## src/rtl/scl_tg_pkg.sv

```systemverilog
`timescale 1ns/1ps
package scl_tg_pkg;

    typedef enum logic [1:0] {
        CMD_START = 2'd0,
        CMD_STOP  = 2'd1,
        CMD_WRITE = 2'd2,
        CMD_READ  = 2'd3
    } tg_cmd_e;

    typedef enum logic [3:0] {
        TG_IDLE     = 4'd0,
        TG_RS_LOW   = 4'd1,
        TG_ST_RISE  = 4'd2,
        TG_ST_SETUP = 4'd3,
        TG_ST_HOLD  = 4'd4,
        TG_SP_LOW   = 4'd5,
        TG_SP_RISE  = 4'd6,
        TG_SP_SETUP = 4'd7,
        TG_BT_LOW   = 4'd8,
        TG_BT_RISE  = 4'd9,
        TG_BT_HIGH  = 4'd10
    } tg_state_e;

endpackage

```

## src/rtl/scl_tg_sync.sv

```systemverilog
`timescale 1ns/1ps
module scl_tg_sync #(
    parameter int          W       = 2,
    parameter int          STAGES  = 2,
    parameter logic [W-1:0] RST_VAL = '1
) (
    input  logic         clk,
    input  logic         rst_n,
    input  logic [W-1:0] d,
    output logic [W-1:0] q
);
    logic [STAGES-1:0][W-1:0] chain_d, chain_q;

    generate
        for (genvar s = 0; s < STAGES; s++) begin : g_stage
            if (s == 0) begin : g_first
                assign chain_d[s] = d;
            end else begin : g_next
                assign chain_d[s] = chain_q[s-1];
            end
        end
    endgenerate

    always_ff @(posedge clk or negedge rst_n) begin
        if (!rst_n) begin
            chain_q <= {STAGES{RST_VAL}};
        end else begin
            chain_q <= chain_d;
        end
    end

    assign q = chain_q[STAGES-1];
endmodule

```

## src/rtl/scl_tg_phase_cnt.sv

```systemverilog
`timescale 1ns/1ps
module scl_tg_phase_cnt #(
    parameter int CW = 4
) (
    input  logic          clk,
    input  logic          rst_n,
    input  logic          clr,
    input  logic          tick,
    input  logic [CW-1:0] limit,
    output logic          expire
);
    logic [CW-1:0] cnt_d, cnt_q;

    // Expires on the tick that completes `limit` ticks in the current phase.
    assign expire = tick && (cnt_q == limit - 1'b1);

    always_comb begin
        cnt_d = cnt_q;
        if (clr) begin
            cnt_d = '0;
        end else if (tick) begin
            cnt_d = cnt_q + 1'b1;
        end
    end

    always_ff @(posedge clk or negedge rst_n) begin
        if (!rst_n) begin
            cnt_q <= '0;
        end else begin
            cnt_q <= cnt_d;
        end
    end
endmodule

```

## src/rtl/i2c_scl_timing_gen.sv

```systemverilog
`timescale 1ns/1ps
module i2c_scl_timing_gen
    import scl_tg_pkg::*;
#(
    parameter int FIELD_W     = 3,
    parameter int SYNC_STAGES = 2,
    parameter int RESET_CODE  = 7
) (
    input  logic               clk,
    input  logic               rst_n,
    input  logic               tick,
    input  logic [FIELD_W-1:0] cfg_lo,
    input  logic [FIELD_W-1:0] cfg_hi,
    input  logic               cmd_valid,
    output logic               cmd_ready,
    input  logic [1:0]         cmd_code,
    input  logic               cmd_wbit,
    output logic               done,
    output logic               done_rbit,
    output logic               scl_drive,
    output logic               sda_drive,
    input  logic               scl_in,
    input  logic               sda_in
);
    localparam int CW = $clog2((1 << FIELD_W) + 2) + 1;
    localparam logic [CW-1:0] OFFSET  = CW'(2);
    localparam logic [CW-1:0] RST_TKS = CW'(RESET_CODE) + OFFSET;

    typedef struct packed {
        tg_state_e     state;
        logic          scl_drv;
        logic          sda_drv;
        logic          sda_val;
        logic          done;
        logic          rbit;
        logic [CW-1:0] lo_t;
        logic [CW-1:0] hi_t;
    } regs_t;

    regs_t r_d, r_q;

    logic [1:0]    line_s;
    logic          scl_s, sda_s;
    logic          expire, clr;
    logic [CW-1:0] lim;
    tg_state_e     st_q;
    logic [CW-1:0] lo_t_q;

    scl_tg_sync #(
        .W      (2),
        .STAGES (SYNC_STAGES),
        .RST_VAL(2'b11)
    ) u_sync (
        .clk  (clk),
        .rst_n(rst_n),
        .d    ({sda_in, scl_in}),
        .q    (line_s)
    );
    assign scl_s = line_s[0];
    assign sda_s = line_s[1];

    scl_tg_phase_cnt #(.CW(CW)) u_cnt (
        .clk   (clk),
        .rst_n (rst_n),
        .clr   (clr),
        .tick  (tick),
        .limit (lim),
        .expire(expire)
    );

    assign clr = (r_d.state != r_q.state);

    always_comb begin
        r_d      = r_q;
        r_d.done = 1'b0;
        lim      = r_q.lo_t;
        case (r_q.state)
            TG_IDLE: begin
                if (cmd_valid) begin
                    r_d.lo_t = CW'(cfg_lo) + OFFSET;
                    r_d.hi_t = CW'(cfg_hi) + OFFSET;
                    case (tg_cmd_e'(cmd_code))
                        CMD_START: begin
                            r_d.state = r_q.scl_drv ? TG_RS_LOW : TG_ST_RISE;
                        end
                        CMD_STOP: begin
                            r_d.scl_drv = 1'b1;
                            r_d.state   = TG_SP_LOW;
                        end
                        CMD_WRITE: begin
                            r_d.scl_drv = 1'b1;
                            r_d.sda_val = ~cmd_wbit;
                            r_d.state   = TG_BT_LOW;
                        end
                        default: begin
                            r_d.scl_drv = 1'b1;
                            r_d.sda_val = 1'b0;
                            r_d.state   = TG_BT_LOW;
                        end
                    endcase
                end
            end
            TG_RS_LOW: begin
                r_d.sda_drv = 1'b0;
                if (expire) begin
                    r_d.scl_drv = 1'b0;
                    r_d.state   = TG_ST_RISE;
                end
            end
            TG_ST_RISE: begin
                if (scl_s) r_d.state = TG_ST_SETUP;
            end
            TG_ST_SETUP: begin
                if (expire) begin
                    r_d.sda_drv = 1'b1;
                    r_d.state   = TG_ST_HOLD;
                end
            end
            TG_ST_HOLD: begin
                lim = r_q.hi_t;
                if (expire) begin
                    r_d.scl_drv = 1'b1;
                    r_d.done    = 1'b1;
                    r_d.state   = TG_IDLE;
                end
            end
            TG_SP_LOW: begin
                r_d.sda_drv = 1'b1;
                if (expire) begin
                    r_d.scl_drv = 1'b0;
                    r_d.state   = TG_SP_RISE;
                end
            end
            TG_SP_RISE: begin
                if (scl_s) r_d.state = TG_SP_SETUP;
            end
            TG_SP_SETUP: begin
                lim = r_q.hi_t;
                if (expire) begin
                    r_d.sda_drv = 1'b0;
                    r_d.done    = 1'b1;
                    r_d.state   = TG_IDLE;
                end
            end
            TG_BT_LOW: begin
                r_d.sda_drv = r_q.sda_val;
                if (expire) begin
                    r_d.scl_drv = 1'b0;
                    r_d.state   = TG_BT_RISE;
                end
            end
            TG_BT_RISE: begin
                if (scl_s) begin
                    r_d.rbit  = sda_s;
                    r_d.state = TG_BT_HIGH;
                end
            end
            TG_BT_HIGH: begin
                lim = r_q.hi_t;
                // Another master pulling SCL low ends the high phase at once.
                if (expire || !scl_s) begin
                    r_d.scl_drv = 1'b1;
                    r_d.done    = 1'b1;
                    r_d.state   = TG_IDLE;
                end
            end
            default: r_d.state = TG_IDLE;
        endcase
    end

    always_ff @(posedge clk or negedge rst_n) begin
        if (!rst_n) begin
            r_q       <= '0;
            r_q.state <= TG_IDLE;
            r_q.lo_t  <= RST_TKS;
            r_q.hi_t  <= RST_TKS;
        end else begin
            r_q <= r_d;
        end
    end

    assign cmd_ready = (r_q.state == TG_IDLE);
    assign done      = r_q.done;
    assign done_rbit = r_q.rbit;
    assign scl_drive = r_q.scl_drv;
    assign sda_drive = r_q.sda_drv;
    assign st_q      = r_q.state;
    assign lo_t_q    = r_q.lo_t;
endmodule

```

## config.mk

```make
export PLATFORM = sky130hd
export DESIGN_NAME = i2c_scl_timing_gen
export DESIGN_NICKNAME = d
export VERILOG_FILES = /design/src/rtl/scl_tg_pkg.sv /design/src/rtl/scl_tg_sync.sv /design/src/rtl/scl_tg_phase_cnt.sv /design/src/rtl/i2c_scl_timing_gen.sv
export SDC_FILE = /design/constraint.sdc
export NUM_CORES = 1
export LEC_CHECK = 0
export ABC_AREA = 1
export BUFFER_PORTS_ARGS = -buffer_cell sky130_fd_sc_hd__buf_2
export CORE_MARGIN = 4
export CORE_UTILIZATION = 28
export CTS_CLUSTER_SIZE = 16
export DETAILED_ROUTE_END_ITERATION = 8
export SLEW_MARGIN = 10
export SYNTH_ARGS = -nofsm -noshare
export SYNTH_HDL_FRONTEND = slang
export SYNTH_SLANG_ARGS = --single-unit
```

## constraint.sdc

```tcl
create_clock -name clk -period 6 [get_ports clk]
set_clock_uncertainty 0.1 [all_clocks]
set_input_delay 0.9 -clock clk [delete_from_list [all_inputs] [get_ports clk]]
set_output_delay 0.9 -clock clk [all_outputs]
set_load 0.005 [all_outputs]
```

After elaboration in Yosys (flattened, before gate mapping)
Cells that the tools add are included.
{ "totals": {"ff_bits": 28, "inputBits": 15, "output_inout_bits": 5, "elab_cells": 82} }
{ "op_classes": {"n_addsub": 4, "n_eq_ne": 23, "muxes": 26, "bitwise": 2, "n_reduce_logical": 16} }
{ "op_table": {"columns": ["cell", "n"], "rows": [
  ["2-to-1 mux 5 bit", 9],
  ["case mux 4 bit (11 select lines)", 1],
  ["2-to-1 mux 4 bit", 5],
  ["!= test 2 bit (second input constant)", 9],
  ["== test 4 x 3 -> 1 bit (second input constant)", 4],
  ["== test 4 bit (second input constant)", 3],
  ["adder 3 x 2 -> 4 bit (second input constant)", 2],
  ["== test 4 x 2 -> 1 bit (second input constant)", 2],
  ["case mux 4 bit (2 select lines)", 1],
  ["AND reduction 8 bit", 1],
  ["case mux 1 bit (6 select lines)", 1],
  ["AND reduction 3 bit", 2],
  ["nonzero test 6 bit", 1],
  ["adder 5 x 1 -> 5 bit (second input constant)", 1],
  ["== test 5 bit", 1],
  ["2-to-1 mux 1 bit", 5],
  ["case mux 1 bit (5 select lines)", 1],
  ["nonzero test 5 bit", 1],
  ["subtractor 5 x 1 -> 5 bit (second input constant)", 1],
  ["== test 4 x 1 -> 1 bit (second input constant)", 1],
  ["zero test 4 bit", 1],
  ["!= test 4 bit", 1],
  ["case mux 1 bit (2 select lines)", 2],
  ["AND reduction 2 bit", 2],
  ["11 further kinds", 13]
]} }

Longest topological paths before layout
Gate-level depths: netlist (run 1).
{ "logic_depth": {"word_depth": 11, "mapped_depth": 22} }

Cells and area by module
A second synthesis (run 1) with hierarchy kept.
{ "hier_totals": {"cells_unflattened": 231, "area_unflattened_um2": 1674.1} }
{ "modules_own_cells": {"columns": ["module", "instances", "cells_per_inst", "area_per_inst_um2"], "rows": [
  ["i2c_scl_timing_gen", 1, 154, 1136.1],
  ["scl_tg_phase_cnt", 1, 73, 432.9],
  ["scl_tg_sync", 1, 4, 105.1]
]} }

Worst setup path after synthesis (run 1)
Ideal clock, no wire load.
{ "synth_timing": {"path_type": "register to register", "start": "register r_q, in the netlist st_q[0]", "end": "register u_cnt.cnt_q[0]", "arrival_time_ns": 2.050, "setup_slack_ns": 3.730, "stages_incl_launch_ff": 20, "n_path_buf": 1, "period_less_slack_ns": 2.270, "path_cell_list": "dfrtp_1 -> buf_4 -> nand2_1 -> nand2_4 -> nand2_8 -> nand2_4 -> nand2_2 -> nand2_1 -> nor2_2 -> nand2_4 -> nand3_1 -> nand2_1 -> nor2_4 -> nand2_4 -> a21oi_1 -> nand2_1 -> nand2_1 -> nand2_1 -> nand3_2 -> nor2_1"} }
{ "synth_rtl": {"columns": ["item", "line_no", "rtl"], "rows": [
  ["start, declared", "i2c_scl_timing_gen.sv:40", "regs_t r_d, r_q;"],
  ["start signal, assigned", "i2c_scl_timing_gen.sv:178", "r_q <= r_d;"],
  ["end signal, assigned", "scl_tg_phase_cnt.sv:30", "cnt_q <= cnt_d;"],
  ["end, declared", "scl_tg_phase_cnt.sv:12", "logic [CW-1:0] cnt_d, cnt_q;"]
]} }

==> results.cfg, run 1 <==
[cts]
clkTransAtPathRegs_ps = 90
ctsHtreeMaxLevel = 1
postCtsHoldBufs = 0
clkSinkCount = 26
cts_tree = yes
worstSkewPairLatency_ps = 270
postCtsSetupRepairBufs = 0
clock_tree.root_cell = clkbuf_8
cts.path.max_buffers = 2
ctsResizeCount = 0
cts_made_buffers = 3

[grt]
grtUsageTotal_pct = 10.5
grt_overflow = 0
grt_pass1_wl_um = 6330
grt_pass1_vias = 1399
grt_max_degree = 27
grt_antenna_before_repair = 0

[critical_path]
arrival_ps = 2780
crit_path_top_delay_cell = dfrtp_1
crit_path_cell_trace = inv_2 > nor2_1 > nand2_4 > nand3_1 > nand2_1 > nor2_2 > nand2_4 > nand3_1 > nand2_1 > nor2_4 > nand2_4 > a21oi_1 > nand2_1 > nand2_1 > nand2_1 > nand3_2 > nor2_1
critical_path_class = flop to flop
r2r_slack_ps = 3290
cpPeakStageDelay_ps = 510
cpMostUsedCell = nand2_1
endpoint_kind = flop
cp-start-kind = flop
crit_fanout = 9
worstPathRequired_ps = 6070

[final_layout]
diodes = 0
seq_area_um2 = 661
multi_input_area_um2 = 981
nets = 278
syn2layout_area_growth_pct = 12.2
fin_area_um2 = 1980
final_cell_mix = 65 x nand2_1, 26 x nor2_1, 22 x inv_1, 22 x nand3_1, 19 x buf_2
final.fill_count = 647
mostFrequentLayoutCell = nand2_1
drive_above_1_share_pct = 24.3

[power_and_ir_drop]
power_frac_clock_pct = 11.3
p_comb_share_pct = 57.2
power_switching_uw = 442
power_density_nw_per_um2 = 461
seq_power_share_pct = 31.5
p_int_uw = 472
irDropWorstVdd_mv = 0.166
total_leakage_power_nw = 0.990
swShare_pct = 48.4

[placed_design]
placed_area_um2 = 1940
port-buffer-count = 19
hpwl_um = 3070
gp_congestion = 0.883

[synth]
synth_area_leaders = dfrtp_1 26%, nand2_1 14%, dfstp_2 12%
synth_largest_area_cell = dfrtp_1
syn_area_um2 = 1770
synth_cells = 239
ys_types = 31
netlist.area_leader.share_pct = 25.5
seq_area_frac_synth_pct = 37.4
avgSynthCellArea_um2 = 7.39
synth-seq-cells = 26
ys_warn_count = 0
syn-num-nets = 257

[drt]
ant_nets = 0
drc = 0
drt_first_pass_iters = 4
vias = 1543
routed_wl_um = 3830
dr.first_iter.drc_count = 65
wl_per_cell_um = 11.5
via_per_inst = 4.62

[timing]
maxSlewViolCount = 0
rsz0062_at_grt = no
clock.fmax_ghz = 0.369
tns_ps = 0
timing.final.crit_share_pct = 45.2
slew_headroom_pct = 60.0
hold_viol_final = 0
period_needed_ps = 2710
worst_pin_slew_ps = 600
setup-violations-final = 0

[die]
initial_core_util_pct = 29.3
coreArea_um2 = 6030
die_w_um = 87.4
dieArea_um2 = 7640
rows = 28
fp.dieH_um = 87.4
num_io_pins = 20

[min_path]
hold_path.class = flop to flop

[run]
maxCapViolations = 0

[status]
status = complete, no violations
layout make-up:
type                       instances  area share, %
clock buffer                       4           2.27
timing repair buffer              19           4.80
inverter                          28           5.31
multi-input combinational        182           49.5
tap                               75           4.74
sequential                        26           33.4
Yosys cell counts:
| cell | count |
|---|---|
| nand2_1 | 65 |
| nor2_1 | 26 |
| inv_1 | 22 |
| nand3_1 | 22 |
| dfrtp_1 | 18 |
| o21ai_0 | 12 |
| dfstp_2 | 8 |
| nand2_2 | 7 |
| nand2_4 | 6 |
| a21oi_1 | 5 |
| nor2_2 | 5 |
| inv_2 | 4 |
| nand3_2 | 4 |
| nor2_4 | 4 |
| ha_1 | 3 |
| nand3b_1 | 3 |
| nand4_1 | 3 |
| nor3_1 | 3 |
| xor2_1 | 3 |
| buf_4 | 2 |
| clkinv_1 | 2 |
| o211ai_1 | 2 |
| o22ai_1 | 2 |
| a21oi_2 | 1 |
| a31oi_1 | 1 |
| clkbuf_1 | 1 |
| mux2_2 | 1 |
| nand2_8 | 1 |
| nor4_1 | 1 |
| o31ai_1 | 1 |
| xnor2_1 | 1 |
power by group through the flow:
stage / clock, mW / combinational (mW) / sequential (mW)
2_1_floorplan: 0 / 0.442 / 0.269
3_3_place_gp: 0 / 0.522 / 0.290
3_5_place_dp: 0 / 0.526 / 0.290
4_1_cts: 0.109 / 0.528 / 0.287
5_1_grt: 0.114 / 0.590 / 0.296
6_report: 0.103 / 0.523 / 0.288
per-layer routing:
layer	GRT usage [%]	wire length (um)	vias up
li1	-	-	810
met1	14.6	1880	689
met2	15.8	1700	37
met3	1.99	169	7
met4	4.60	73	0
met5	0	0	-
stage by stage:
stage / util, % / power [mW] / setup WS (ps) / hold slack (ps) / std cells
2_1_floorplan: - / 0.710 / 3730 / 245 / 239
3_3_place_gp: 32.1 / 0.812 / 3270 / 246 / 330
3_5_place_dp: 32.1 / 0.817 / 3260 / 247 / 330
4_1_cts: 32.9 / 0.925 / 3250 / 261 / 334
5_1_grt: 32.9 / 1.00 / 2960 / 265 / 334
6_report: 32.9 / 0.914 / 3290 / 258 / 334
flip-flops by register name, summed over array words and instances, names as in the netlist:
name and flops:
lo_t_q 4, scl_drive 1, u_sync.q 2, u_cnt.cnt_q 5, r_q 5, done_rbit 1, st_q 4, sda_drive 1
done 1, u_sync.chain_d 2
worst max-delay path, delay by kind of cell, from the launching register on:
kind	cells	cell delay, ps
AO/OA/AOI/OAI	1	240
buffers and inverters	1	120
flip-flops	1	510
AND/OR/NAND/NOR	15	1630
path summary, 6_finish.rpt:
kind	cells after the start	start	to
setup / recovery	17	st_q[1]	u_cnt.cnt_q[2]
max in group asynchronous	1	rst_n	st_q[1]
hold / removal	0	u_sync.chain_d[3]	u_sync.q[1]
hold reg to reg	0	u_sync.chain_d[3]	u_sync.q[1]
setup reg to reg	17	st_q[1]	u_cnt.cnt_q[2]
min in group asynchronous	1	rst_n	st_q[2]
logic make-up (layout without fill, tap and decap cells):
group	after synthesis	in the layout	synth area share (%)
and+or+nand+nor	150	150	43.2
buffers and inverters	31	51	7.02
DFF	26	26	37.4
AOI/OAI and AO/OA	24	24	7.65
xor gates and xnor gates	4	4	1.98
adders and majority gates	3	3	2.13
muxes	1	1	0.638
(Power assumes the default switching activity.)
==> inputs of run 2 (changes only) <==
ABC_AREA = 0   (was 1)
clock period = 2.4 ns   (was 6 ns; I/O delays follow)
==> results.cfg, run 2 <==
[final_layout]
syn2layout_area_growth_pct = 36.6
fin_area_um2 = 2280
final_cell_mix = 31 x buf_4, 25 x nor2_1, 19 x buf_2
mostFrequentLayoutCell = buf_4
diodes = 0
drive_above_1_share_pct = 42.9
top_regs = r_q x5, u_cnt.cnt_q x5
nets = 250

[run]
maxCapViolations = 0

[placed_design]
placed_area_um2 = 1970
place_ws_ps = -235
hpwl_um = 2890
gp_congestion = 0.865
port-buffer-count = 19

[critical_path]
cp-start-kind = flop
crit_fanout = 5
crit_path_cell_trace = buf_6 > nand4b_1 > buf_4 > a31oi_4 > or3_4 > mux2i_2 > buf_4 > o2111a_2 > a211o_1 > a32oi_2
worstPathRequired_ps = 2510
critical_path_class = flop to flop
cpPeakStageDelay_ps = 450
crit_path_top_delay_cell = dfrtp_2
arrival_ps = 2720
endpoint_kind = flop
cpMostUsedCell = buf_4

[synth]
synth-seq-cells = 26
syn_area_um2 = 1670
ys.flop_type = dfrtp_1
synth_area_leaders = dfrtp_1 27%, dfstp_2 13%, nor2_1 5.6%
avgSynthCellArea_um2 = 9.13
synth_largest_area_cell = dfrtp_1
synth_edf_count = 0
synthArstFlopShare_pct = 100
ys_types = 51
synth_cells = 183
ys_top_cells_by_count = 25 x nor2_1, 18 x dfrtp_1, 16 x nand2_1
netlist.area_leader.share_pct = 27.0
seq_area_frac_synth_pct = 39.6
ys_warn_count = 0
syn-num-nets = 201
synth_most_common_cell = nor2_1

[power_and_ir_drop]
total_leakage_power_nw = 1.01
swShare_pct = 37.7
power_switching_uw = 897
p_comb_share_pct = 50.5
irDropWorstVdd_mv = 0.716
p_int_mw = 1.48
power_frac_clock_pct = 16.0
power_density_nw_per_um2 = 1040
seq_power_share_pct = 33.6

[drt]
wl_per_cell_um = 14.6
via_per_inst = 5.28
dr_wl_met3_um = 218
dr.first_iter.drc_count = 78
met2WireLength_um = 2100
vias = 1599
drc = 0
drt_first_pass_iters = 4
highest_layer = met4
routed_wl_um = 4430
ant_nets = 0
m1WireLength_um = 2000

[timing]
worst_pin_slew_ps = 602
maxSlewViolCount = 0
rsz0062_at_grt = yes
slew_headroom_pct = 59.9
hold_viol_final = 0
clock.fmax_ghz = 0.382
timing.final.crit_share_pct = 109
setup-violations-final = 12
whs_ps = 56.1
setup_ws_ps = -217
period_needed_ps = 2620

[cts]
ctsHtreeMaxLevel = 1
worstSkewPairLatency_ps = 290
cts_tree = yes
cts_made_buffers = 3
clkSinkCount = 26
clock_tree.root_cell = clkbuf_8
cts.path.max_buffers = 2
clkTransAtPathRegs_ps = 100

[die]
die_w_um = 85.2
dieArea_um2 = 7270
initial_core_util_pct = 29.6
fp.dieH_um = 85.2
coreArea_um2 = 5640
num_io_pins = 20
rows = 27

[status]
status = finished, violations left
violations = setup timing

[grt]
grt_overflow = 0
grtUsageTotal_pct = 12.1
grt_pass1_vias = 1545
grt_max_degree = 27
grt_pass1_wl_um = 7220
grt_antenna_before_repair = 0

[min_path]
hold_path.class = input port to flop
[run 2: changes by cell type after synthesis, sizes merged, moves of 5 or more]
| cell | before | now |
|---|---|---|
| a211o | 0 | 5 |
| clkbuf | 1 | 7 |
| inv | 26 | 4 |
| mux2 | 1 | 8 |
| nand2 | 79 | 16 |
| nand3 | 26 | 4 |
| nor2 | 35 | 25 |
| nor2b | 0 | 7 |
[run 2: layout make-up]
| class | count | area [um^2] |
|---|---|---|
| clock buffer | 3 | 41.3 |
| clock inverter | 1 | 30.0 |
| multi-input combinational | 143 | 1070 |
| inverter | 4 | 15.0 |
| timing repair buffer | 54 | 372 |
| sequential | 26 | 664 |
| fill | 552 | 3360 |
| tap | 72 | 90.1 |
[run 2: stage by stage]
stage | TNS, ps | total power [mW] | utilization [%] | instances
floorplan | -548 | 1.43 | - | 183
global placement | -1750 | 1.71 | 34.9 | 284
detailed placement | -1980 | 1.72 | 34.9 | 284
CTS | -1120 | 2.28 | 39.2 | 298
global route | -2940 | 2.54 | 40.4 | 303
finish | -1800 | 2.38 | 40.4 | 303
[run 2: routing by layer]
layer	GRT usage, %	vias up
met3	2.91	13
met2	19.3	44
li1	-	773
met4	4.89	0
met1	15.7	769
met5	0	-
[run 2: worst paths after layout]
check                                        from                end  slack [ps]  cells after the start
worst max-delay path                      st_q[3]          scl_drive        -220                     10
worst max register to register            st_q[3]          scl_drive        -220                     10
max in group asynchronous                   rst_n            st_q[3]        1270                      2
worst min register to register  u_sync.chain_d[2]        u_sync.q[0]         260                      0
min in group asynchronous                   rst_n               done         500                      2
worst min-delay path                       sda_in  u_sync.chain_d[3]          60                      1
[run 2: cell families after synthesis]
group,Yosys count,share of synthesized area (%)
AO/OA/AOI/OAI,43,18.4
adder cells (fa/ha/maj),3,2.25
AND/OR/NAND/NOR,79,24.9
multiplexers,12,7.79
buffers and inverters,15,4.57
XOR/XNOR,5,2.62
flip-flops,26,39.6
[run 2: repair_timing]
action,CTS,global route
hold buffers,1,0
setup endpoints to repair,12,12
pin swaps,18,7
hold endpoints to repair,7,0
gates cloned,1,0
gates resized for setup,19,7
setup buffers,8,5
[run 2: power groups by stage]
stage               Sequential (mW)  Combinational, mW  Clock, mW
detailed placement            0.779              0.939          0
finish                        0.799               1.20      0.380
global route                  0.820               1.32      0.404
floorplan                     0.738              0.692          0
CTS                           0.790               1.11      0.383
global placement              0.775              0.933          0
[run 2: critical path: cells and delay by family, from the launching register on]
| kind | cells | cell delay, ps |
|---|---|---|
| compound gates | 4 | 880 |
| mux | 1 | 70 |
| buf+inv | 3 | 540 |
| flops | 1 | 450 |
| simple gates | 2 | 500 |
==> inputs of run 3 (changes only) <==
--- a/config.mk
+++ b/config.mk
@@ -10,4 +10,5 @@
 export CORE_MARGIN = 4
 export CORE_UTILIZATION = 28
+export CTS_CLUSTER_DIAMETER = 120
 export CTS_CLUSTER_SIZE = 16
 export DETAILED_ROUTE_END_ITERATION = 8
==> constraint.sdc (replaced) <==
create_clock -name clk -period 2.4 [get_ports clk]
set_clock_uncertainty 0.1 [all_clocks]
set_input_delay 0.36 -clock clk [delete_from_list [all_inputs] [get_ports clk]]
set_output_delay 0.36 -clock clk [all_outputs]
set_load 0.1 [all_outputs]
==> results.cfg, run 3 (same netlist as run 2, synthesis figures left out) <==
[status]
status = finished, violations left
violations = setup timing

[critical_path]
crit_fanout = 7
worstPathRequired_ps = 2460
critical_path_class = flop to flop
arrival_ps = 2660
cp-start-kind = flop
endpoint_kind = flop

[drt]
drc = 0
ant_nets = 0
via_per_inst = 5.03
vias = 1515
drt_first_pass_iters = 4
dr.first_iter.drc_count = 84
routed_wl_um = 4000
wl_per_cell_um = 13.3

[die]
fp.dieH_um = 85.2
die_w_um = 85.2
initial_core_util_pct = 29.6
dieArea_um2 = 7270
num_io_pins = 20
rows = 27
coreArea_um2 = 5640

[grt]
grt_antenna_before_repair = 0
grt_overflow = 0
grtUsageTotal_pct = 11.4
grt_pass1_wl_um = 6780
grt_pass1_vias = 1460
grt_max_degree = 27

[final_layout]
nets = 248
drive_above_1_share_pct = 39.3
fin_area_um2 = 2230
top_regs = r_q x5, u_cnt.cnt_q x5
final_cell_mix = 33 x buf_4, 23 x nor2_1, 18 x buf_2
mostFrequentLayoutCell = buf_4
syn2layout_area_growth_pct = 33.3
diodes = 0
final_cells = 301

[timing]
worst_pin_slew_ps = 587
setup_ws_ps = -197
rsz0062_at_grt = yes
timing.final.crit_share_pct = 108
slew_headroom_pct = 60.9
whs_ps = 73.7
maxSlewViolCount = 0
hold_viol_final = 0
clock.fmax_ghz = 0.385
period_needed_ps = 2600
setup-violations-final = 12

[power_and_ir_drop]
total_leakage_power_nw = 0.991
irDropWorstVdd_mv = 0.504
total_power_mw = 2.43
power_density_nw_per_um2 = 1090

[placed_design]
hpwl_um = 2890
dp.cells = 284
gp_congestion = 0.797
port-buffer-count = 19
placed_area_um2 = 1980

[run]
maxCapViolations = 0

[cts]
clkSinkCount = 26
clock_tree.root_cell = clkbuf_8
cts_tree = yes
cts.path.max_buffers = 2
clkTransAtPathRegs_ps = 90
cts_made_buffers = 3
ctsHtreeMaxLevel = 1
worstSkewPairLatency_ps = 270

[min_path]
hold_path.class = input port to flop
[run 3: final timing paths]
kind | start | to | slack [ps] | cells after the start
min in group asynchronous | rst_n | u_cnt.cnt_q[1] | 510 | 2
hold reg to reg | u_sync.chain_d[2] | u_sync.q[0] | 260 | 0
max in group asynchronous | rst_n | st_q[2] | 1270 | 2
setup / recovery | st_q[3] | sda_drive | -200 | 7
hold / removal | sda_in | u_sync.chain_d[3] | 70 | 1
setup reg to reg | st_q[3] | sda_drive | -200 | 7
[run 3: layer usage]
layer	vias up	global-route usage (%)	routed length [um]
met5	-	0	0
met4	0	3.02	45
met3	4	1.55	118
met2	33	18.5	1850
met1	707	15.8	1990
li1	771	-	-
[run 3: stage by stage]
step                      util, %  TNS, ps  setup WS (ps)
after detailed placement     35.1    -2240           -230
after global routing         39.5    -2970           -269
after floorplan                 -    -5420           -555
after CTS                    38.9    -1200           -138
after global placement       35.1    -1610           -176
final                        39.5    -1800           -197
[run 3: where the power goes]
part	total [mW]	switching (mW)	internal, mW
Combinational	1.29	0.697	0.590
Sequential	0.772	0.153	0.620
Clock	0.367	0.144	0.223
Total	2.43	0.994	1.43
[run 3: timing repair]
item                                    in CTS  in global routing
gates resized for setup                     10                  5
hold buffers                                 1                  0
gates cloned                                 0                  0
endpoints found under the setup margin      12                 12
buffers inserted                            12                  1
pin swaps                                    8                  6
endpoints found under the hold margin       11                  0
[run 3: area by class of cell]
cell class / instances / area (um^2)
fill: 547 / 3420
multi-input combinational: 142 / 1030
sequential: 26 / 662
timing repair buffer: 53 / 359
tap: 72 / 90.1
clock buffer: 3 / 41.3
clock inverter: 1 / 30.0
inverter: 4 / 15.0
[run 3: critical path, cell delays in order (launching register included)]
cell      delay, ps
dfrtp_1         430
and4bb_2        290
or4_4           530
a221o_1         360
o21ai_1          80
o2111a_2        330
a21oi_2          80
mux2_4          300
